## src/rtl/dram_rfsh_pkg.sv

```systemverilog
package dram_rfsh_pkg;
  typedef enum logic [1:0] {
    PH_PAUSE = 2'd0,
    PH_INIT  = 2'd1,
    PH_RUN   = 2'd2
  } phase_t;

  typedef enum logic [1:0] {
    RK_NONE = 2'd0,
    RK_INIT = 2'd1,
    RK_CBR  = 2'd2,
    RK_ROW  = 2'd3
  } req_kind_t;
endpackage

```

## src/rtl/rfsh_powerup_ctl.sv

```systemverilog
module rfsh_powerup_ctl
  import dram_rfsh_pkg::*;
#(
  parameter int PAUSE_CYC = 40000,
  parameter int INIT_CYC  = 8
) (
  input  logic   clk,
  input  logic   rst_n,
  input  logic   xfer,
  output phase_t phase,
  output logic   init_done
);
  localparam int PAUSE_W = $clog2(PAUSE_CYC + 1);
  localparam int INIT_W  = $clog2(INIT_CYC + 1);

  phase_t              phase_q, phase_d;
  logic [PAUSE_W-1:0]  pause_q, pause_d;
  logic [INIT_W-1:0]   init_q, init_d;
  logic                done_q, done_d;

  always_comb begin
    phase_d = phase_q;
    pause_d = pause_q;
    init_d  = init_q;
    done_d  = done_q;
    case (phase_q)
      PH_PAUSE: begin
        if (pause_q == PAUSE_W'(PAUSE_CYC - 1)) phase_d = PH_INIT;
        else                                     pause_d = pause_q + 1'b1;
      end
      PH_INIT: begin
        if (xfer) begin
          if (init_q == INIT_W'(INIT_CYC - 1)) begin
            phase_d = PH_RUN;
            done_d  = 1'b1;
          end else begin
            init_d = init_q + 1'b1;
          end
        end
      end
      PH_RUN:  phase_d = PH_RUN;
      default: phase_d = PH_PAUSE;
    endcase
  end

  always_ff @(posedge clk or negedge rst_n) begin
    if (!rst_n) begin
      phase_q <= PH_PAUSE;
      pause_q <= '0;
      init_q  <= '0;
      done_q  <= 1'b0;
    end else begin
      phase_q <= phase_d;
      pause_q <= pause_d;
      init_q  <= init_d;
      done_q  <= done_d;
    end
  end

  assign phase     = phase_q;
  assign init_done = done_q;
endmodule

```

## src/rtl/rfsh_cadence_timer.sv

```systemverilog
module rfsh_cadence_timer #(
  parameter int INTERVAL = 3125
) (
  input  logic clk,
  input  logic rst_n,
  input  logic run,
  output logic tick
);
  localparam int CNT_W = (INTERVAL > 1) ? $clog2(INTERVAL) : 1;

  logic [CNT_W-1:0] cnt_q, cnt_d;

  assign tick = run && (cnt_q == CNT_W'(INTERVAL - 1));

  always_comb begin
    if (!run || tick) cnt_d = '0;
    else              cnt_d = cnt_q + 1'b1;
  end

  always_ff @(posedge clk or negedge rst_n) begin
    if (!rst_n) cnt_q <= '0;
    else        cnt_q <= cnt_d;
  end
endmodule

```

## src/rtl/rfsh_debt_tracker.sv

```systemverilog
module rfsh_debt_tracker #(
  parameter int DEBT_W = 4
) (
  input  logic clk,
  input  logic rst_n,
  input  logic tick,
  input  logic xfer,
  output logic pending,
  output logic overflow
);
  localparam logic [DEBT_W-1:0] DEBT_MAX = {DEBT_W{1'b1}};

  logic [DEBT_W-1:0] owed_q, owed_d;
  logic              ovf_q, ovf_d;

  always_comb begin
    owed_d = owed_q;
    ovf_d  = ovf_q;
    case ({tick, xfer})
      2'b10: begin
        if (owed_q == DEBT_MAX) ovf_d  = 1'b1;
        else                    owed_d = owed_q + 1'b1;
      end
      2'b01:   owed_d = owed_q - 1'b1;
      default: owed_d = owed_q;
    endcase
  end

  always_ff @(posedge clk or negedge rst_n) begin
    if (!rst_n) begin
      owed_q <= '0;
      ovf_q  <= 1'b0;
    end else begin
      owed_q <= owed_d;
      ovf_q  <= ovf_d;
    end
  end

  assign pending  = (owed_q != '0);
  assign overflow = ovf_q;
endmodule

```

## src/rtl/rfsh_row_gen.sv

```systemverilog
module rfsh_row_gen #(
  parameter int ROWS  = 256,
  parameter int ROW_W = 8
) (
  input  logic             clk,
  input  logic             rst_n,
  input  logic             adv,
  output logic [ROW_W-1:0] row
);
  logic [ROW_W-1:0] row_q, row_d;

  always_comb begin
    row_d = row_q;
    if (adv) begin
      if (row_q == ROW_W'(ROWS - 1)) row_d = '0;
      else                           row_d = row_q + 1'b1;
    end
  end

  always_ff @(posedge clk or negedge rst_n) begin
    if (!rst_n) row_q <= '0;
    else        row_q <= row_d;
  end

  assign row = row_q;
endmodule

```

## src/rtl/dram_refresh_seq.sv

```systemverilog
module dram_refresh_seq
  import dram_rfsh_pkg::*;
#(
  parameter int PAUSE_CYC     = 40000,
  parameter int INIT_CYC      = 8,
  parameter int ROWS          = 256,
  parameter int RETENTION_CYC = 800000,
  parameter int DEBT_W        = 4,
  localparam int ROW_W        = (ROWS > 1) ? $clog2(ROWS) : 1
) (
  input  logic             clk,
  input  logic             rst_n,
  input  logic             mode_ras_only,
  input  logic             seq_ack,
  output logic             seq_req,
  output logic [1:0]       req_kind,
  output logic [ROW_W-1:0] req_row,
  output logic             init_done,
  output logic             debt_ovf
);
  localparam int INTERVAL = RETENTION_CYC / ROWS;

  logic [1:0]       rst_sync;
  logic             rst_core_n;
  phase_t           phase;
  logic             run, tick, pending, xfer;
  logic [ROW_W-1:0] row_cnt;

  always_ff @(posedge clk or negedge rst_n) begin
    if (!rst_n) rst_sync <= 2'b00;
    else        rst_sync <= {rst_sync[0], 1'b1};
  end
  assign rst_core_n = rst_sync[1];

  assign run     = (phase == PH_RUN);
  assign seq_req = (phase == PH_INIT) || (run && pending);
  assign xfer    = seq_req && seq_ack;

  rfsh_powerup_ctl #(.PAUSE_CYC(PAUSE_CYC), .INIT_CYC(INIT_CYC)) u_pwr (
    .clk(clk), .rst_n(rst_core_n), .xfer(xfer),
    .phase(phase), .init_done(init_done)
  );

  rfsh_cadence_timer #(.INTERVAL(INTERVAL)) u_tmr (
    .clk(clk), .rst_n(rst_core_n), .run(run), .tick(tick)
  );

  rfsh_debt_tracker #(.DEBT_W(DEBT_W)) u_debt (
    .clk(clk), .rst_n(rst_core_n), .tick(tick), .xfer(xfer && run),
    .pending(pending), .overflow(debt_ovf)
  );

  rfsh_row_gen #(.ROWS(ROWS), .ROW_W(ROW_W)) u_row (
    .clk(clk), .rst_n(rst_core_n), .adv(xfer && run && mode_ras_only),
    .row(row_cnt)
  );

  always_comb begin
    if (!seq_req)           req_kind = RK_NONE;
    else if (!run)          req_kind = RK_INIT;
    else if (mode_ras_only) req_kind = RK_ROW;
    else                    req_kind = RK_CBR;
  end

  assign req_row = (run && mode_ras_only) ? row_cnt : '0;
endmodule

```

## config.mk

```make
export PLATFORM = sky130hd
export DESIGN_NAME = dram_refresh_seq
export DESIGN_NICKNAME = d
export VERILOG_FILES = /design/src/rtl/dram_rfsh_pkg.sv /design/src/rtl/rfsh_powerup_ctl.sv /design/src/rtl/rfsh_cadence_timer.sv /design/src/rtl/rfsh_debt_tracker.sv /design/src/rtl/rfsh_row_gen.sv /design/src/rtl/dram_refresh_seq.sv
export SDC_FILE = /design/constraint.sdc
export NUM_CORES = 1
export LEC_CHECK = 0
export ABC_AREA = 1
export BUFFER_PORTS_ARGS = -buffer_cell sky130_fd_sc_hd__buf_2
export CORE_ASPECT_RATIO = 0.7
export CORE_MARGIN = 2
export CORE_UTILIZATION = 30
export DETAILED_ROUTE_END_ITERATION = 8
export HOLD_SLACK_MARGIN = 0.05
export SYNTH_ARGS = -nofsm -noshare
export SYNTH_HDL_FRONTEND = slang
export SYNTH_SLANG_ARGS = --single-unit
```

## constraint.sdc

```tcl
create_clock -name clk -period 1.9 [get_ports clk]
set_clock_uncertainty 0.05 [all_clocks]
set_input_delay 0 -clock clk [delete_from_list [all_inputs] [get_ports clk]]
set_output_delay 0 -clock clk [all_outputs]
set_load 0.01 [all_outputs]
```

## Yosys cells after proc, flatten, opt, wreduce, memory -nomap -nowiden

Cells that the tools add are included.

- Flip-flop bits (word level): 50
- Bits of input ports: 4
- Output and inout port bits: 13
- Word-level logic and storage cells: 60

- Add/subtract/negate cells: 6
- Equal/unequal tests: 13
- Mux-type cells: 12
- Bitwise gates (word level): 2
- Reductions and logical operators: 18

Operators with widths:

| kind | count |
|---|---|
| 16-bit by 1-bit adder with 16-bit output, second input constant | 1 |
| 16-bit == test, second input constant | 1 |
| 8-bit two-way mux | 2 |
| 12-bit by 1-bit adder with 12-bit output, second input constant | 1 |
| 12-bit == test, second input constant | 1 |
| 12-bit two-way mux | 1 |
| 2-bit two-way mux | 5 |
| 3-bit AND reduction | 3 |
| 4-bit by 1-bit adder with 4-bit output, second input constant | 2 |
| 8-bit by 1-bit adder with 8-bit output, second input constant | 1 |
| 8-bit == test, second input constant | 1 |
| 4-bit case mux with 2 select lines | 1 |
| 1-bit logical AND | 6 |
| 2-bit case mux with 3 select lines | 1 |
| 2-bit AND reduction | 3 |
| 2-bit by 1-bit == test with 1-bit output, second input constant | 2 |
| 2-bit == test, second input constant | 2 |
| 4-bit by 3-bit == test with 1-bit output, second input constant | 1 |
| 4-bit == test, second input constant | 1 |
| 4-bit two-way mux | 1 |
| 2-bit by 1-bit != test with 1-bit output, second input constant | 2 |
| 2-bit != test, second input constant | 2 |
| 4-bit nonzero test | 1 |
| 4-bit by 1-bit subtractor with 4-bit output, second input constant | 1 |
| other kinds (6) | 8 |

## Longest topological paths before layout

- Word-level depth: 8
- Depth in mapped cells: 16
- Depth with buffers taken out: 16

## Modules after synthesis

Synthesis repeated with hierarchy kept, for this count alone.

- Cells, all modules: 422
- Area total of the unflattened synthesis: 3095.5 sq um

By module, submodules not included:

| module | instances | cells each | area each (sq um) | sequential area each (sq um) |
|---|---|---|---|---|
| rfsh_powerup_ctl | 1 | 191 | 1380.1 | 575.6 |
| rfsh_cadence_timer | 1 | 86 | 685.7 | 300.3 |
| rfsh_row_gen | 1 | 61 | 479.2 | 200.2 |
| rfsh_debt_tracker | 1 | 51 | 359.1 | 125.1 |
| dram_refresh_seq | 1 | 33 | 191.4 | 50.0 |

## Worst setup path after synthesis

No wires, ideal clock.

- Kind: reg-to-reg
- Start point: register u_pwr.phase_q[0], in the netlist u_pwr.phase[0]
- End point: register u_debt.owed_q[3]
- Library setup time: 0.116 ns
- Data arrival time: 2.004 ns
- Data required time: 1.734 ns
- Setup slack: -0.270 ns
- Cell stages (with the launch flop): 16
- Path buffers: 0
- Clock period less this slack: 2.170 ns
- Path through: dfrtp_1 -> inv_1 -> ha_1 -> nand2_2 -> nand2_4 -> nand2_4 -> nor2_4 -> ha_1 -> nand2_1 -> nor2_1 -> a211oi_1 -> nor2_1 -> nand2_1 -> nand2_1 -> nand2_1 -> nand2_1

- Cells in the longest elaborated chain, start to end: 8
- Elaborated cells between the ends (all ways): 13
- Classes of those cells: eq/ne: 5; mux: 1; reduce/logical: 7

RTL lines:

| element | RTL line | source |
|---|---|---|
| start, declared | rfsh_powerup_ctl.sv:16 | `phase_t phase_q, phase_d;` |
| start signal, assigned | rfsh_powerup_ctl.sv:53 | `phase_q <= phase_d;` |
| 2-bit == test | dram_refresh_seq.sv:35 | `assign run = (phase == PH_RUN);` |
| 1-bit logical AND | dram_refresh_seq.sv:36 | `assign seq_req = (phase == PH_INIT) \|\| (run && pending);` |
| 1-bit logical OR (*) | dram_refresh_seq.sv:36 |  |
| via seq_req | dram_refresh_seq.sv:15 | `output logic seq_req,` |
| 1-bit logical AND (*) | dram_refresh_seq.sv:37 | `assign xfer = seq_req && seq_ack;` |
| 1-bit logical AND (*) | dram_refresh_seq.sv:49 | `.clk(clk), .rst_n(rst_core_n), .tick(tick), .xfer(xfer && run),` |
| 2-bit == test or 2-bit by 1-bit == test with 1-bit output (tied branches) | rfsh_debt_tracker.sv:19 | `case ({tick, xfer})` |
| 2-bit != test (no source line) or 2-bit nonzero test (tied branches) | - |  |
| 2-bit AND reduction (no source line) | - |  |
| end signal, assigned | rfsh_debt_tracker.sv:34 | `owed_q <= owed_d;` |
| end, declared | rfsh_debt_tracker.sv:13 | `logic [DEBT_W-1:0] owed_q, owed_d;` |

The timed path passes the listed nets; every way through them passes the cells marked *.
A chain may end at the register's enable or synchronous reset.

## Final worst setup path

- Start point: register u_tmr.cnt_q[1]
- End point: register u_debt.owed_q[3]

- Cells in the longest elaborated chain, start to end: 5
- Elaborated cells between the ends (all ways): 8
- Classes of those cells: eq/ne: 4; mux: 1; reduce/logical: 3

RTL lines:

| element | RTL line | source |
|---|---|---|
| start, declared | rfsh_cadence_timer.sv:11 | `logic [CNT_W-1:0] cnt_q, cnt_d;` |
| start signal, assigned | rfsh_cadence_timer.sv:22 | `else cnt_q <= cnt_d;` |
| 12-bit == test (*) | rfsh_cadence_timer.sv:13 | `assign tick = run && (cnt_q == CNT_W'(INTERVAL - 1));` |
| 1-bit logical AND (*) | rfsh_cadence_timer.sv:13 |  |
| 2-bit == test or 2-bit by 1-bit == test with 1-bit output (tied branches) | rfsh_debt_tracker.sv:19 |  |
| 2-bit != test (no source line) or 2-bit nonzero test (tied branches) | - |  |
| 2-bit AND reduction (no source line) | - |  |

Every way passes the cells marked *; elsewhere a longest branch is shown, timed or not.

==> key figures <==
Run status
  – Status: finished with violations
  – Violated checks: setup timing

Synthesis
  – Area leader, netlist: dfrtp_1
  – Synthesized instance count: 343
  – Main flop type after synthesis: dfrtp_1
  – Share of the synthesized area in the top cell type: roughly 44%
  – EDFF count, synth: 0
  – Post-synth net total: 358
  – Flops & latches, synth: 50
  – Largest cells by area after synthesis: dfrtp_1 (44%), nand2_1 (10%), inv_1 (5.3%)
  – Ys async rst share: 100%
  – Syn Area/Cell: 8.32 µm²
  – Yosys warnings: 0
  – Sequential share of the synthesized area: 43.8%
  – Netlist cell types: 34
  – Netlist Area Pre-Place: 0.00285 mm²

Pwr
  – Combinational Power Share: 43.7%
  – Switching share of total power: 38.3%
  – Maximum VDD drop: between 400 and 500 µV
  – Sequential power share: 36.0%
  – Power density over the cells: 1230 mW/mm²
  – Leak: 1.71 nW
  – Clk pwr share: just over 20%
  – Internal: approximately 2.7 mW
  – P_sw: 1.69 mW

Placed design
  – IO Port Bufs: 16
  – HPWL Detailed: 4390 µm
  – Routability cong.: 0.805

Detailed routing
  – Final ANT Viol Nets: 0
  – Drt via density: 4.41
  – 1st-pass router iterations: 4
  – Routed via count: roughly 2300
  – Final WL: 5700 µm
  – DRC: 0
  – DRT iter0 DRCs: 90
  – Routed len/inst: 10.8 µm

Timing
  – RSZ-0062 raised after global routing: yes
  – Least-Margin Pin Slew: 574 ps
  – Final min period: 1980 ps
  – Worst setup margin: -78.4 ps
  – Final setup viols: 1
  – Hold Vio Cnt, Final: 0
  – Slew margin rel.: 61.7%
  – Final hold slack: approximately 110 ps
  – Period utilisation layout: 104%
  – Fmax: 505 MHz
  – Setup TNS: -78.4 ps
  – Max-slew violation count: 0

Cells and area
  – P&R area growth vs syn: 25.2%
  – Antenna diode count: 0
  – Nets: 418
  – Commonest non-fill, non-tap cells in the layout: nand2_1 (78), dfrtp_1 (49), inv_1 (38)
  – Share of cells above drive strength 1: 25.2%
  – Commonest non-fill, non-tap cell in the layout: nand2_1

Setup path
  – Largest delay share family, worst path: simple AND/OR/NAND/NOR gates
  – CP max stage cell: dfrtp_1
  – Worst-case reg-to-reg path depth: 16
  – CP Capture Type: flop
  – Worst path max stage delay: 370 ps
  – CP max FO: 3
  – CP required: 2030 ps
  – Setup CP Type: flop to flop
  – CP Launch Type: flop
  – Buffers & Inverters on Critical Path: 1
  – Cell Chain, Critical Path: inv_1 -> ha_1 -> nand2_1 -> nor2_2 -> nand3_2 -> nand2_2 -> nor2_4 -> ha_1 -> nand2_1 -> nor2_1 -> a211oi_2 -> nor2_1 -> nand2_1 -> nand2_1 -> nand2_1 -> nand2_1
  – CP Depth: 16
  – Most used cell, CP: nand2_1
  – CP arrival: 2110 ps

Clock network
  – CTS tree: done
  – Worst-path clk slew: 60 ps
  – CTS Buf Count: 5
  – Worst-Skew Late Latency: 290 ps
  – CTS sink cnt: 50
  – H-tree depth: 2
  – CTS max path bufs: 2
  – Clock root cell: clkbuf_16

Global route
  – Vias in the first global route: 2280
  – Initial antenna violation count: 0
  – Busiest grt layer: met1
  – Largest net degree at the start of global routing: 27
  – Global-route wire length before repair: between 10000 and 15000 µm
  – Grt met3 use: 3.19%
  – Global-route met2 utilization: 18.1%
  – M1 GR Usage: 18.2%
  – Total grt overflow: 0
  – Global-route total usage across every layer: between 10% and 20%

Run
  – Max-cap viol count: 0

Floorplan
  – Num ports: 17
  – Die area: 0.0103 mm²
  – FP Rows: 29
  – Initial Util: 31.2%
  – Core box area: 0.00914 mm²
  – Chip Width: around 120 µm
  – Die Y: 85.6 µm

Worst hold path
  – Worst hold path type: input pin to flop
  – Hold depth: 3
-- cell families after synthesis --
| kind of cell | Yosys count | synth area share [%] |
|---|---|---|
| buffers and inverters | 48 | 6.58 |
| AO/OA/AOI/OAI | 21 | 4.21 |
| multiplexers | 1 | 0.395 |
| flip-flops | 50 | 43.8 |
| other | 1 | 0.131 |
| XOR/XNOR | 25 | 7.67 |
| AND/OR/NAND/NOR | 186 | 32.1 |
| adder cells (fa/ha/maj) | 11 | 5.09 |
-- cell type report --
type,count,area (µm²)
Timing Repair Buffer,57,399
Multi-Input combinational cell,245,1450
Fill cell,941,5570
Tap cell,124,155
Inverter,44,165
Clock buffer,7,143
Sequential cell,50,1250
Clock inverter,1,5.00
-- metrics by stage --
step / power, mW / instances / setup WS, ps / util [%] / area (µm²)
after global routing: 4.82 / 528 / -264 / 39.1 / 3570
final: 4.41 / 528 / -78.4 / 39.1 / 3570
after detailed placement: 3.49 / 513 / -113 / 36.7 / 3360
after CTS: 4.43 / 526 / -103 / 38.8 / 3550
after floorplan: 2.83 / 343 / -74.2 / - / 2890
after global placement: 3.44 / 513 / -37.1 / 36.7 / 3360
-- registers in the layout (all words and copies together), names as in the netlist --
| name | flops |
|---|---|
| rst_sync | 2 |
| u_debt.overflow | 1 |
| u_debt.owed_q | 4 |
| u_pwr.init_done | 1 |
| u_pwr.init_q | 4 |
| u_pwr.pause_q | 16 |
| u_pwr.phase | 2 |
| u_row.row | 8 |
| u_tmr.cnt_q | 12 |
-- final timing paths --
check / to / slack, ps / from
min reg2reg: u_tmr.cnt_q[3] / 220 / rst_sync[1]
max reg2reg: u_debt.owed_q[3] / -80 / u_tmr.cnt_q[1]
max: u_debt.owed_q[3] / -80 / u_tmr.cnt_q[1]
max in group asynchronous: u_debt.owed_q[1] / 980 / rst_sync[1]
min: u_pwr.init_q[0] / 110 / seq_ack
min in group asynchronous: u_tmr.cnt_q[3] / 220 / rst_sync[1]
-- synthesized netlist by cell type, types with 4 or more instances --
library cell and number:
nor3_1 14, nand2_4 4, ha_1 10, inv_2 4, dfrtp_1 50, xor2_1 17
xnor2_1 8, nand4_1 7, nand2_2 6, a21oi_1 5, nor2_4 4, nand2_1 78
o21ai_0 10, inv_1 40, nor2_1 38, nand3_1 16, nor2_2 5
-- layer usage --
metal / routed length [µm] / vias to the layer above
met5: 0 / -
met4: 15 / 0
met3: 183 / 2
met2: 2320 / 20
met1: 3180 / 1105
li1: - / 1200
-- power by group through the flow --
stage | Sequential [mW] | Clock (mW) | Combinational (mW)
finish | 1.59 | 0.897 | 1.93
global route | 1.64 | 0.981 | 2.20
CTS | 1.58 | 0.936 | 1.91
detailed placement | 1.60 | 0 | 1.89
global placement | 1.59 | 0 | 1.85
floorplan | 1.60 | 0 | 1.23
-- worst min-delay path: stages --
cell     delay (ps)
buf_2           140
nand3_1         180
xnor2_1          90
-- what timing repair did --
item,CTS,global route
hold buffers,3,0
setup buffers,2,2
setup endpoints to repair,2,3
hold endpoints to repair,3,0
pin swaps,1,1
cloned,0,0
resized for setup,1,4
Note: power is estimated with default switching activity, not from simulation.
